## src/rtl/cal_regs_pkg.sv

```systemverilog
package cal_regs_pkg;

   localparam int PAGE_W = 4;

   localparam logic [PAGE_W-1:0] PG_CSR     = 4'h8;
   localparam logic [PAGE_W-1:0] PG_BXC     = 4'h9;
   localparam logic [PAGE_W-1:0] PG_FINE    = 4'hA;
   localparam logic [PAGE_W-1:0] PG_RESTART = 4'hB;

   typedef struct packed {
      logic       page_hit;
      logic       mem_hit;
      logic [1:0] mem_field;
      logic       csr_hit;
      logic       bxc_hit;
      logic       fine_hit;
      logic       rst_hit;
      logic       live_hit;
   } cal_sel_t;

endpackage

```

## src/rtl/cal_page_decode.sv

```systemverilog
module cal_page_decode
   import cal_regs_pkg::*;
#(
   parameter int ADDR_W = 6,
   parameter int DEPTH  = 16,
   localparam int IDX_W = $clog2(DEPTH)
) (
   input  logic [ADDR_W-1:0] addr,
   input  logic [PAGE_W-1:0] page,
   output cal_sel_t          sel,
   output logic [IDX_W-1:0]  idx
);

   logic              data_off;
   logic [ADDR_W-1:0] word;
   logic              word_ok;

   always_comb begin
      data_off = (addr != '0) && !addr[0];
      word     = (addr - ADDR_W'(2)) >> 1;
      word_ok  = data_off && (word < ADDR_W'(DEPTH));
      idx      = word[IDX_W-1:0];

      sel           = '0;
      sel.page_hit  = (addr == '0);
      sel.mem_hit   = word_ok && (page[3:2] == 2'b00);
      sel.mem_field = page[1:0];
      sel.csr_hit   = (addr == ADDR_W'(2)) && (page == PG_CSR);
      sel.bxc_hit   = (addr == ADDR_W'(2)) && (page == PG_BXC);
      sel.fine_hit  = (addr == ADDR_W'(2)) && (page == PG_FINE);
      sel.rst_hit   = (addr == ADDR_W'(2)) && (page == PG_RESTART);
      sel.live_hit  = (addr == ADDR_W'(4)) && (page == PG_RESTART);
   end

endmodule

```

## src/rtl/cal_pattern_mem.sv

```systemverilog
module cal_pattern_mem #(
   parameter int DATA_W = 32,
   parameter int DEPTH  = 16,
   parameter int FIELDS = 4,
   localparam int IDX_W = $clog2(DEPTH),
   localparam int FLD_W = $clog2(FIELDS)
) (
   input  logic              clk,
   input  logic              rst_n,
   input  logic              we,
   input  logic [FLD_W-1:0]  wr_field,
   input  logic [IDX_W-1:0]  wr_idx,
   input  logic [DATA_W-1:0] wdata,
   input  logic [FLD_W-1:0]  rd_field,
   input  logic [IDX_W-1:0]  rd_idx,
   output logic [DATA_W-1:0] rd_data,
   input  logic [FLD_W-1:0]  sq_field,
   input  logic [IDX_W-1:0]  sq_idx,
   output logic [DATA_W-1:0] sq_data
);

   logic [DATA_W-1:0] host_word [FIELDS];
   logic [DATA_W-1:0] seq_word  [FIELDS];

   for (genvar f = 0; f < FIELDS; f++) begin : g_field
      logic [DATA_W-1:0] cells [DEPTH];

      always_ff @(posedge clk or negedge rst_n) begin
         if (!rst_n) begin
            for (int i = 0; i < DEPTH; i++) cells[i] <= '0;
         end else if (we && (wr_field == FLD_W'(f))) begin
            cells[wr_idx] <= wdata;
         end
      end

      assign host_word[f] = cells[rd_idx];
      assign seq_word[f]  = cells[sq_idx];
   end

   assign rd_data = host_word[rd_field];
   assign sq_data = seq_word[sq_field];

endmodule

```

## src/rtl/cal_ctrl_regs.sv

```systemverilog
module cal_ctrl_regs #(
   parameter int CSR_W  = 8,
   parameter int BXC_W  = 16,
   parameter int FINE_W = 8,
   parameter int RST_W  = 16,
   localparam int IN_W  = (BXC_W > RST_W) ? BXC_W : RST_W
) (
   input  logic              clk,
   input  logic              rst_n,
   input  logic              we_csr,
   input  logic              we_bxc,
   input  logic              we_fine,
   input  logic              we_rst,
   input  logic [IN_W-1:0]   wdata,
   output logic [CSR_W-1:0]  csr_q,
   output logic [BXC_W-1:0]  bxc_q,
   output logic [FINE_W-1:0] fine_q,
   output logic [RST_W-1:0]  restart_q
);

   always_ff @(posedge clk or negedge rst_n) begin
      if (!rst_n) begin
         csr_q     <= '0;
         bxc_q     <= '0;
         fine_q    <= '0;
         restart_q <= '0;
      end else begin
         if (we_csr)  csr_q     <= wdata[CSR_W-1:0];
         if (we_bxc)  bxc_q     <= wdata[BXC_W-1:0];
         if (we_fine) fine_q    <= wdata[FINE_W-1:0];
         if (we_rst)  restart_q <= wdata[RST_W-1:0];
      end
   end

endmodule

```

## src/rtl/paged_cal_regs.sv

```systemverilog
module paged_cal_regs
   import cal_regs_pkg::*;
#(
   parameter int ADDR_W = 6,
   parameter int DATA_W = 32,
   parameter int DEPTH  = 16,
   parameter int CSR_W  = 8,
   parameter int BXC_W  = 16,
   parameter int FINE_W = 8,
   parameter int RST_W  = 16
) (
   input  logic                     clk,
   input  logic                     rst_n,
   input  logic                     wr_en,
   input  logic                     rd_en,
   input  logic [ADDR_W-1:0]        addr,
   input  logic [DATA_W-1:0]        wdata,
   output logic [DATA_W-1:0]        rdata,
   input  logic [RST_W-1:0]         seq_addr,
   input  logic [1:0]               seq_mem_field,
   input  logic [$clog2(DEPTH)-1:0] seq_mem_idx,
   output logic [DATA_W-1:0]        seq_mem_data,
   output logic [CSR_W-1:0]         csr_q,
   output logic [BXC_W-1:0]         bxc_q,
   output logic [FINE_W-1:0]        fine_q,
   output logic [RST_W-1:0]         restart_q
);

   localparam int IDX_W = $clog2(DEPTH);
   localparam int IN_W  = (BXC_W > RST_W) ? BXC_W : RST_W;

   if (DEPTH < 2) begin : g_chk_depth
      $error("DEPTH must be at least 2");
   end
   if ((2 * DEPTH + 2) > (1 << ADDR_W)) begin : g_chk_addr
      $error("ADDR_W too narrow for DEPTH words");
   end
   if ((DATA_W <= FINE_W) || (DATA_W < IN_W) || (DATA_W < CSR_W)) begin : g_chk_data
      $error("DATA_W narrower than a register");
   end

   logic [PAGE_W-1:0] page_q;
   cal_sel_t          sel;
   logic [IDX_W-1:0]  idx;
   logic [DATA_W-1:0] mem_rd;
   logic [DATA_W-1:0] rd_mux;

   cal_page_decode #(.ADDR_W(ADDR_W), .DEPTH(DEPTH)) u_dec (
      .addr (addr),
      .page (page_q),
      .sel  (sel),
      .idx  (idx)
   );

   always_ff @(posedge clk or negedge rst_n) begin
      if (!rst_n)                     page_q <= '0;
      else if (wr_en && sel.page_hit) page_q <= wdata[PAGE_W-1:0];
   end

   cal_pattern_mem #(.DATA_W(DATA_W), .DEPTH(DEPTH), .FIELDS(4)) u_mem (
      .clk      (clk),
      .rst_n    (rst_n),
      .we       (wr_en && sel.mem_hit),
      .wr_field (sel.mem_field),
      .wr_idx   (idx),
      .wdata    (wdata),
      .rd_field (sel.mem_field),
      .rd_idx   (idx),
      .rd_data  (mem_rd),
      .sq_field (seq_mem_field),
      .sq_idx   (seq_mem_idx),
      .sq_data  (seq_mem_data)
   );

   cal_ctrl_regs #(.CSR_W(CSR_W), .BXC_W(BXC_W), .FINE_W(FINE_W), .RST_W(RST_W)) u_ctrl (
      .clk       (clk),
      .rst_n     (rst_n),
      .we_csr    (wr_en && sel.csr_hit),
      .we_bxc    (wr_en && sel.bxc_hit),
      .we_fine   (wr_en && sel.fine_hit),
      .we_rst    (wr_en && sel.rst_hit),
      .wdata     (wdata[IN_W-1:0]),
      .csr_q     (csr_q),
      .bxc_q     (bxc_q),
      .fine_q    (fine_q),
      .restart_q (restart_q)
   );

   always_comb begin
      rd_mux = '0;
      if (sel.page_hit)      rd_mux = DATA_W'(page_q);
      else if (sel.mem_hit)  rd_mux = mem_rd;
      else if (sel.csr_hit)  rd_mux = DATA_W'(csr_q);
      else if (sel.bxc_hit)  rd_mux = DATA_W'(bxc_q);
      else if (sel.fine_hit) rd_mux = {{(DATA_W-FINE_W){1'b1}}, fine_q};
      else if (sel.rst_hit)  rd_mux = DATA_W'(restart_q);
      else if (sel.live_hit) rd_mux = DATA_W'(seq_addr);
   end

   always_ff @(posedge clk or negedge rst_n) begin
      if (!rst_n)     rdata <= '0;
      else if (rd_en) rdata <= rd_mux;
   end

endmodule

```

## config.mk

```make
export PLATFORM = sky130hd
export DESIGN_NAME = paged_cal_regs
export DESIGN_NICKNAME = d
export VERILOG_FILES = /design/src/rtl/cal_regs_pkg.sv /design/src/rtl/cal_page_decode.sv /design/src/rtl/cal_pattern_mem.sv /design/src/rtl/cal_ctrl_regs.sv /design/src/rtl/paged_cal_regs.sv
export SDC_FILE = /design/constraint.sdc
export NUM_CORES = 2
export LEC_CHECK = 0
export BUFFER_PORTS_ARGS = -buffer_cell sky130_fd_sc_hd__buf_4
export CORE_MARGIN = 2
export CORE_UTILIZATION = 45
export CTS_BUF_LIST = sky130_fd_sc_hd__clkbuf_8
export DETAILED_ROUTE_END_ITERATION = 10
export PLACE_DENSITY = 0.64
export SLEW_MARGIN = 30
export SYNTH_ARGS = -nofsm -noshare
export SYNTH_HDL_FRONTEND = slang
export SYNTH_SLANG_ARGS = --single-unit
```

## constraint.sdc

```tcl
create_clock -name clk -period 10.7 [get_ports clk]
set_input_delay 2.14 -clock clk [delete_from_list [all_inputs] [get_ports clk]]
set_output_delay 2.14 -clock clk [all_outputs]
set_load 0.02 [all_outputs]
```

# Word-level counts from Yosys, hierarchy flattened
# Index checks and enable logic that the tools add are counted.
[classes] n_addsub=1 mul=0 n_div=0 order_cmp=6 n_eq_ne=9 shift=0 mux=43 bitwise_logic=4 n_reduce_logical=24
[op_table] op="bitwise mux 512 bit" n=4
[op_table] op="binary-select mux 32 bit (select 4 bit)" n=8
[op_table] op="two-way mux 32 bit" n=26
[op_table] op="binary-select mux 32 bit (select 2 bit)" n=2
[op_table] op="demux 32 bit (select 4 bit)" n=1
[op_table] op="two-way mux 16 bit" n=2
[op_table] op="logical AND 1 bit" n=19
[op_table] op="equality test 4 bit (second input constant)" n=4
[op_table] op=">= comparator 5 bit (second input constant)" n=2
[op_table] op="inverter 4 -> 5 bit" n=2
[op_table] op="equality test 6 x 2 -> 1 bit (second input constant)" n=1
[op_table] op="equality test 6 x 3 -> 1 bit (second input constant)" n=1
[op_table] op=">= comparator 3 bit (second input constant)" n=2
[op_table] op="logical NOT 6 bit" n=1
[op_table] op="inverter 2 -> 3 bit" n=2
[op_table] op="nonzero test 6 bit" n=1
[op_table] op="subtractor 6 x 2 -> 6 bit (second input constant)" n=1
[op_table] op="< comparator 5 x 1 -> 1 bit (second input constant)" n=1
[op_table] op="< comparator 5 bit (second input constant)" n=1
[op_table] op="equality test 2 bit (second input constant)" n=2
[op_table] op="logical NOT 2 bit" n=2
[op_table] op="equality test 2 x 1 -> 1 bit (second input constant)" n=1
[op_table] op="logical NOT 1 bit" n=1
[word_totals] regBits=2132 latch_bits=0 ram_bits=0 rom_bits=0 input_bits=64 wordCells=157 mem_count=0

# Logic depth before layout (Yosys ltp)
[logic_depth] depth_word=10 ltp_mapped=17 depth_no_buf=8

# Cells and area by module
# Synthesis repeated with hierarchy kept, for this count alone.
[unflattened] hier_cells=7351 hier_area_um2=112809.4
[modules_own_cells] mod="cal_pattern_mem" n_inst=1 cells_per_inst=7008 area_each_um2=108713.0
[modules_own_cells] mod="paged_cal_regs" n_inst=1 cells_per_inst=218 area_each_um2=2034.5
[modules_own_cells] mod="cal_ctrl_regs" n_inst=1 cells_per_inst=102 area_each_um2=1889.3
[modules_own_cells] mod="cal_page_decode" n_inst=1 cells_per_inst=23 area_each_um2=172.7

# Least setup slack after synthesis
# No wires, ideal clock.
[synth_path] path_type="in2out" startpoint="in seq_mem_idx[0]" endpoint="out seq_mem_data[0]" arrival_ps=4345 required_ps=8560 setup_slack_ps=4215 cell_stages=8 n_path_buf=4 path_cell_list="buf_2 buf_2 buf_2 buf_2 mux4_2 mux4_2 mux2i_1 a21oi_1"
[synth_between] elab_chain_len=7 word_cells_on_any_way=16 classes_between="mux (15); bitwise (1)"
[synth_lines] item="start: declaration" line_no="paged_cal_regs.sv:21" rtl="input logic [$clog2(DEPTH)-1:0] seq_mem_idx,"
[synth_lines] item="inverter 4 -> 5 bit (not written as such) (*)" line_no="cal_pattern_mem.sv:37" rtl="assign seq_word[f] = cells[sq_idx];"
[synth_lines] item="binary-select mux 32 bit (select 4 bit)" line_no="cal_pattern_mem.sv:37"
[synth_lines] item="two-way mux 32 bit (not written as such) (2 in series)" line_no="cal_pattern_mem.sv:37"
[synth_lines] item="binary-select mux 32 bit (select 2 bit) (*)" line_no="cal_pattern_mem.sv:41" rtl="assign sq_data = seq_word[sq_field];"
[synth_lines] item="two-way mux 32 bit (not written as such) (*) (2 in series)" line_no="cal_pattern_mem.sv:41"
[synth_lines] item="end: declaration" line_no="paged_cal_regs.sv:22" rtl="output logic [DATA_W-1:0] seq_mem_data,"
# Mark *: on every way between the ends. The rest lies on a longest branch, timed or not. The select of a mux whose other input is x is not followed.

# Worst setup path after layout
[layout_path] startpoint="in seq_mem_idx[0]" endpoint="out seq_mem_data[19]"
# The elaborated chain is that of the path after synthesis.

==> flow_metrics.py <==
metrics = {
    "logic_synthesis": {
        "synth-seq-cells": 2132,
        "syn-num-nets": 7318,
        "synthFlopType": "dfrtp_1",
        "yosys-top-cells-area": "dfrtp_1 (47%), mux4_2 (23%), mux2_2 (20%), mux2_1 (1.5%), clkbuf_1 (1.3%)",
        "synth_common_cells": "dfrtp_1 (2132), mux2_2 (1976), mux4_2 (1166), clkbuf_1 (383), nand2_1 (223)",
        "synthCells": 7249,
        "syn_area_per_cell_um2": 15.7,
        "syn_area_mm2": 0.114,
        "synth_area_leader_cell": "dfrtp_1",
        "synthArstFlopShare": 1.00,
        "synth_edf_count": 0,
        "yosysWarnings": 0,
        "yosysMostFrequentCell": "dfrtp_1",
        "yosysTopAreaCellShare": 0.468,
        "ys_seq_area_frac": 0.468,
        "synth_cell_type_count": 76,
    },
    "sta": {
        "finClkSkew_ps": 60.9,
        "min_period_ps": 7920,
        "slew_headroom": 0.195,
        "finalHoldViolations": 0,
        "fmax_ghz": 0.126,
        "finalCritPeriodShare": 0.740,
        "worst_pin_slew_ps": 1200,
        "rsz0062_at_grt": "no",
        "setup_violations": 0,
        "report.final.slew_viol_count": 0,
        "setup-tns-final_ps": 0,
    },
    "detailed_routing": {
        "ant_nets": 0,
        "avgRoutedWirePerCell_um": 37.4,
        "wl_mm": 403,
        "vias_per_cell": 6.87,
        "num_vias": 74000,
        "dr.pass1.iters": 6,
        "drcViolationCount": 0,
        "first_iter_violations": 8288,
    },
    "place": {
        "port_buffers": 175,
        "place_congestion": 0.889,
        "post_dp_cell_area_mm2": 0.118,
        "hpwl_mm": 235,
    },
    "worst_hold_path": {
        "hold_depth": 1,
        "hold_class": "register to register",
        "min_to": "u_mem.g_field[2].cells[279]$_DFFE_PN0P_",
        "min-delay-start": "u_mem.g_field[2].cells[279]$_DFFE_PN0P_",
    },
    "clocking": {
        "cts_buffer_depth": 4,
        "post_cts_resized": 0,
        "htree_levels": 5,
        "cts_sinks": 2132,
        "cts_hold_buf": 0,
        "numCtsBuffers": 371,
        "clk_pin_slew_ps": 50,
        "post_cts_buffers": 0,
        "tritoncts": "built",
        "root_buffer": "clkbuf_8",
        "clkLatencyLatePin_ps": 1110,
    },
    "pwr": {
        "p_leak_nw": 56.8,
        "p_per_area_mw_per_mm2": 149,
        "ir_drop_v": 0.000136,
        "power_mw": 18.7,
    },
    "grt": {
        "track_usage": 0.312,
        "use_met2": 0.460,
        "grt.met1_usage": 0.424,
        "grt_use_met3": 0.0928,
        "grt_pass1_wl_mm": 574,
        "overflow": 0,
        "grt_pass1_vias": 74900,
        "antenna_found_initial": 21,
        "top_usage_layer": "met2",
        "grt_max_degree": 188,
    },
    "die": {
        "initial_utilization": 0.453,
        "rows": 184,
        "die_w_um": 507,
        "die_area_mm2": 0.257,
        "io_pins": 176,
        "core_mm2": 0.252,
        "die_h_um": 507,
    },
    "critical_path": {
        "r2r_cells": 8,
        "r2r_slack_ps": 5950,
        "timing.rr.end": "rdata[12]$_DFFE_PN0P_",
        "start_kind": "input pin",
        "cp.arrival_ps": 5780,
        "crit_path_max_fanout": 91,
        "r2r_start": "page_q[0]$_DFFE_PN0P_",
        "end_kind": "output port",
        "timing_worst_setup_path_type": "input pin to output port",
        "required_ps": 8560,
    },
    "final_layout": {
        "drive_gt1_frac": 0.561,
        "finish.utilization": 0.497,
        "fin_area_mm2": 0.125,
        "nets": 7231,
        "area_growth_pct": 9.74,
    },
    "run": {
        "maxCapViolations": 0,
    },
    "outcome": {
        "status": "completed",
    },
}
[worst max-delay path, stage by stage]
cell	delay (ps)
buf_8	500
buf_12	670
mux4_2	580
nor2b_1	140
a211oi_1	270
a211oi_1	130
a211oi_1	650
a21oi_1	300
buf_4	290
[layout by cell type, fill, tap and decap left out, types with 8 or more instances in the layout]
cell / count
nor2b_1: 23
a221oi_1: 16
buf_4: 298
buf_16: 11
a211oi_1: 34
clkbuf_8: 452
buf_6: 12
nor2_1: 15
and3_1: 10
nand2_1: 195
a21oi_1: 44
a22o_1: 16
a31o_2: 33
a31oi_1: 22
nand2_4: 12
clkinvlp_4: 8
a32oi_1: 9
o32ai_1: 12
mux2_1: 148
o221ai_1: 16
clkinv_2: 50
o21a_1: 13
inv_1: 141
a311oi_1: 16
mux2_2: 1976
mux4_2: 1166
mux2i_1: 40
bufinv_16: 11
nand2_2: 19
dfrtp_1: 2130
a22oi_1: 44
buf_12: 27
nand4_4: 8
nand4_1: 11
a311o_1: 13
o21ai_0: 137
o22ai_1: 10
nor2_4: 39
a31o_1: 14
nand3_1: 56
[sequential cells by signal (all words and copies together) (netlist names)]
name	flops
u_ctrl.csr_q	8
u_ctrl.restart_q	16
rdata	32
u_ctrl.bxc_q	16
page_q	4
u_mem.g_field.cells	2048
u_ctrl.fine_q	8
[power by group]
part           total [mW]  switching (mW)  internal (mW)
Clock                7.54            3.48           4.05
Sequential           8.82           0.341           8.48
Combinational        2.31            1.28           1.03
[logic make-up (layout without fill, tap and decap cells)]
family,Yosys count,after routing,share of synthesized area
muxes,3330,3330,0.444
DFF,2132,2132,0.468
buffers and inverters,844,1016,0.0366
AOI/OAI and AO/OA,495,495,0.0309
and+or+nand+nor,440,440,0.0201
adders and majority gates,5,5,0.000549
xor gates and xnor gates,3,3,0.000296
other,0,7,0
[layer usage]
metal / vias up / part of all wire
met5: - / 0.00025
met4: 14 / 0.052
met1: 40700 / 0.39
met3: 968 / 0.11
met2: 4273 / 0.45
li1: 28100 / -
[through the flow]
stage	hold slack [ps]	setup slack, ps	instances
floorplan	470	4210	7249
global placement	481	2740	10100
detailed placement	493	2760	10100
CTS	505	2750	10800
global route	525	2540	10800
finish	511	2780	10800
[how the worst max path moves through the flow]
stage	from	end	slack [ps]	cells after the start
detailed placement	seq_mem_idx[0]	seq_mem_data[19]	2760	9
finish	seq_mem_idx[0]	seq_mem_data[19]	2780	9
global route	seq_mem_idx[0]	seq_mem_data[19]	2540	9
floorplan	seq_mem_idx[0]	seq_mem_data[0]	4210	8
CTS	seq_mem_idx[0]	seq_mem_data[19]	2750	9
global placement	seq_mem_idx[0]	seq_mem_data[19]	2740	9
[final cells by class]
class                           instances  area, µm²
Inverter                               31        116
Clock inverter                        181       1070
Antenna cell                            7       17.5
Timing Repair Buffer                  353       3290
Clock buffer                          451       6210
Sequential cell                      2132      53400
Tap cell                             3348       4190
Multi-Input combinational cell       4273      56900
Fill cell                           20900     127000
Note: power is estimated with default switching activity, not from simulation.
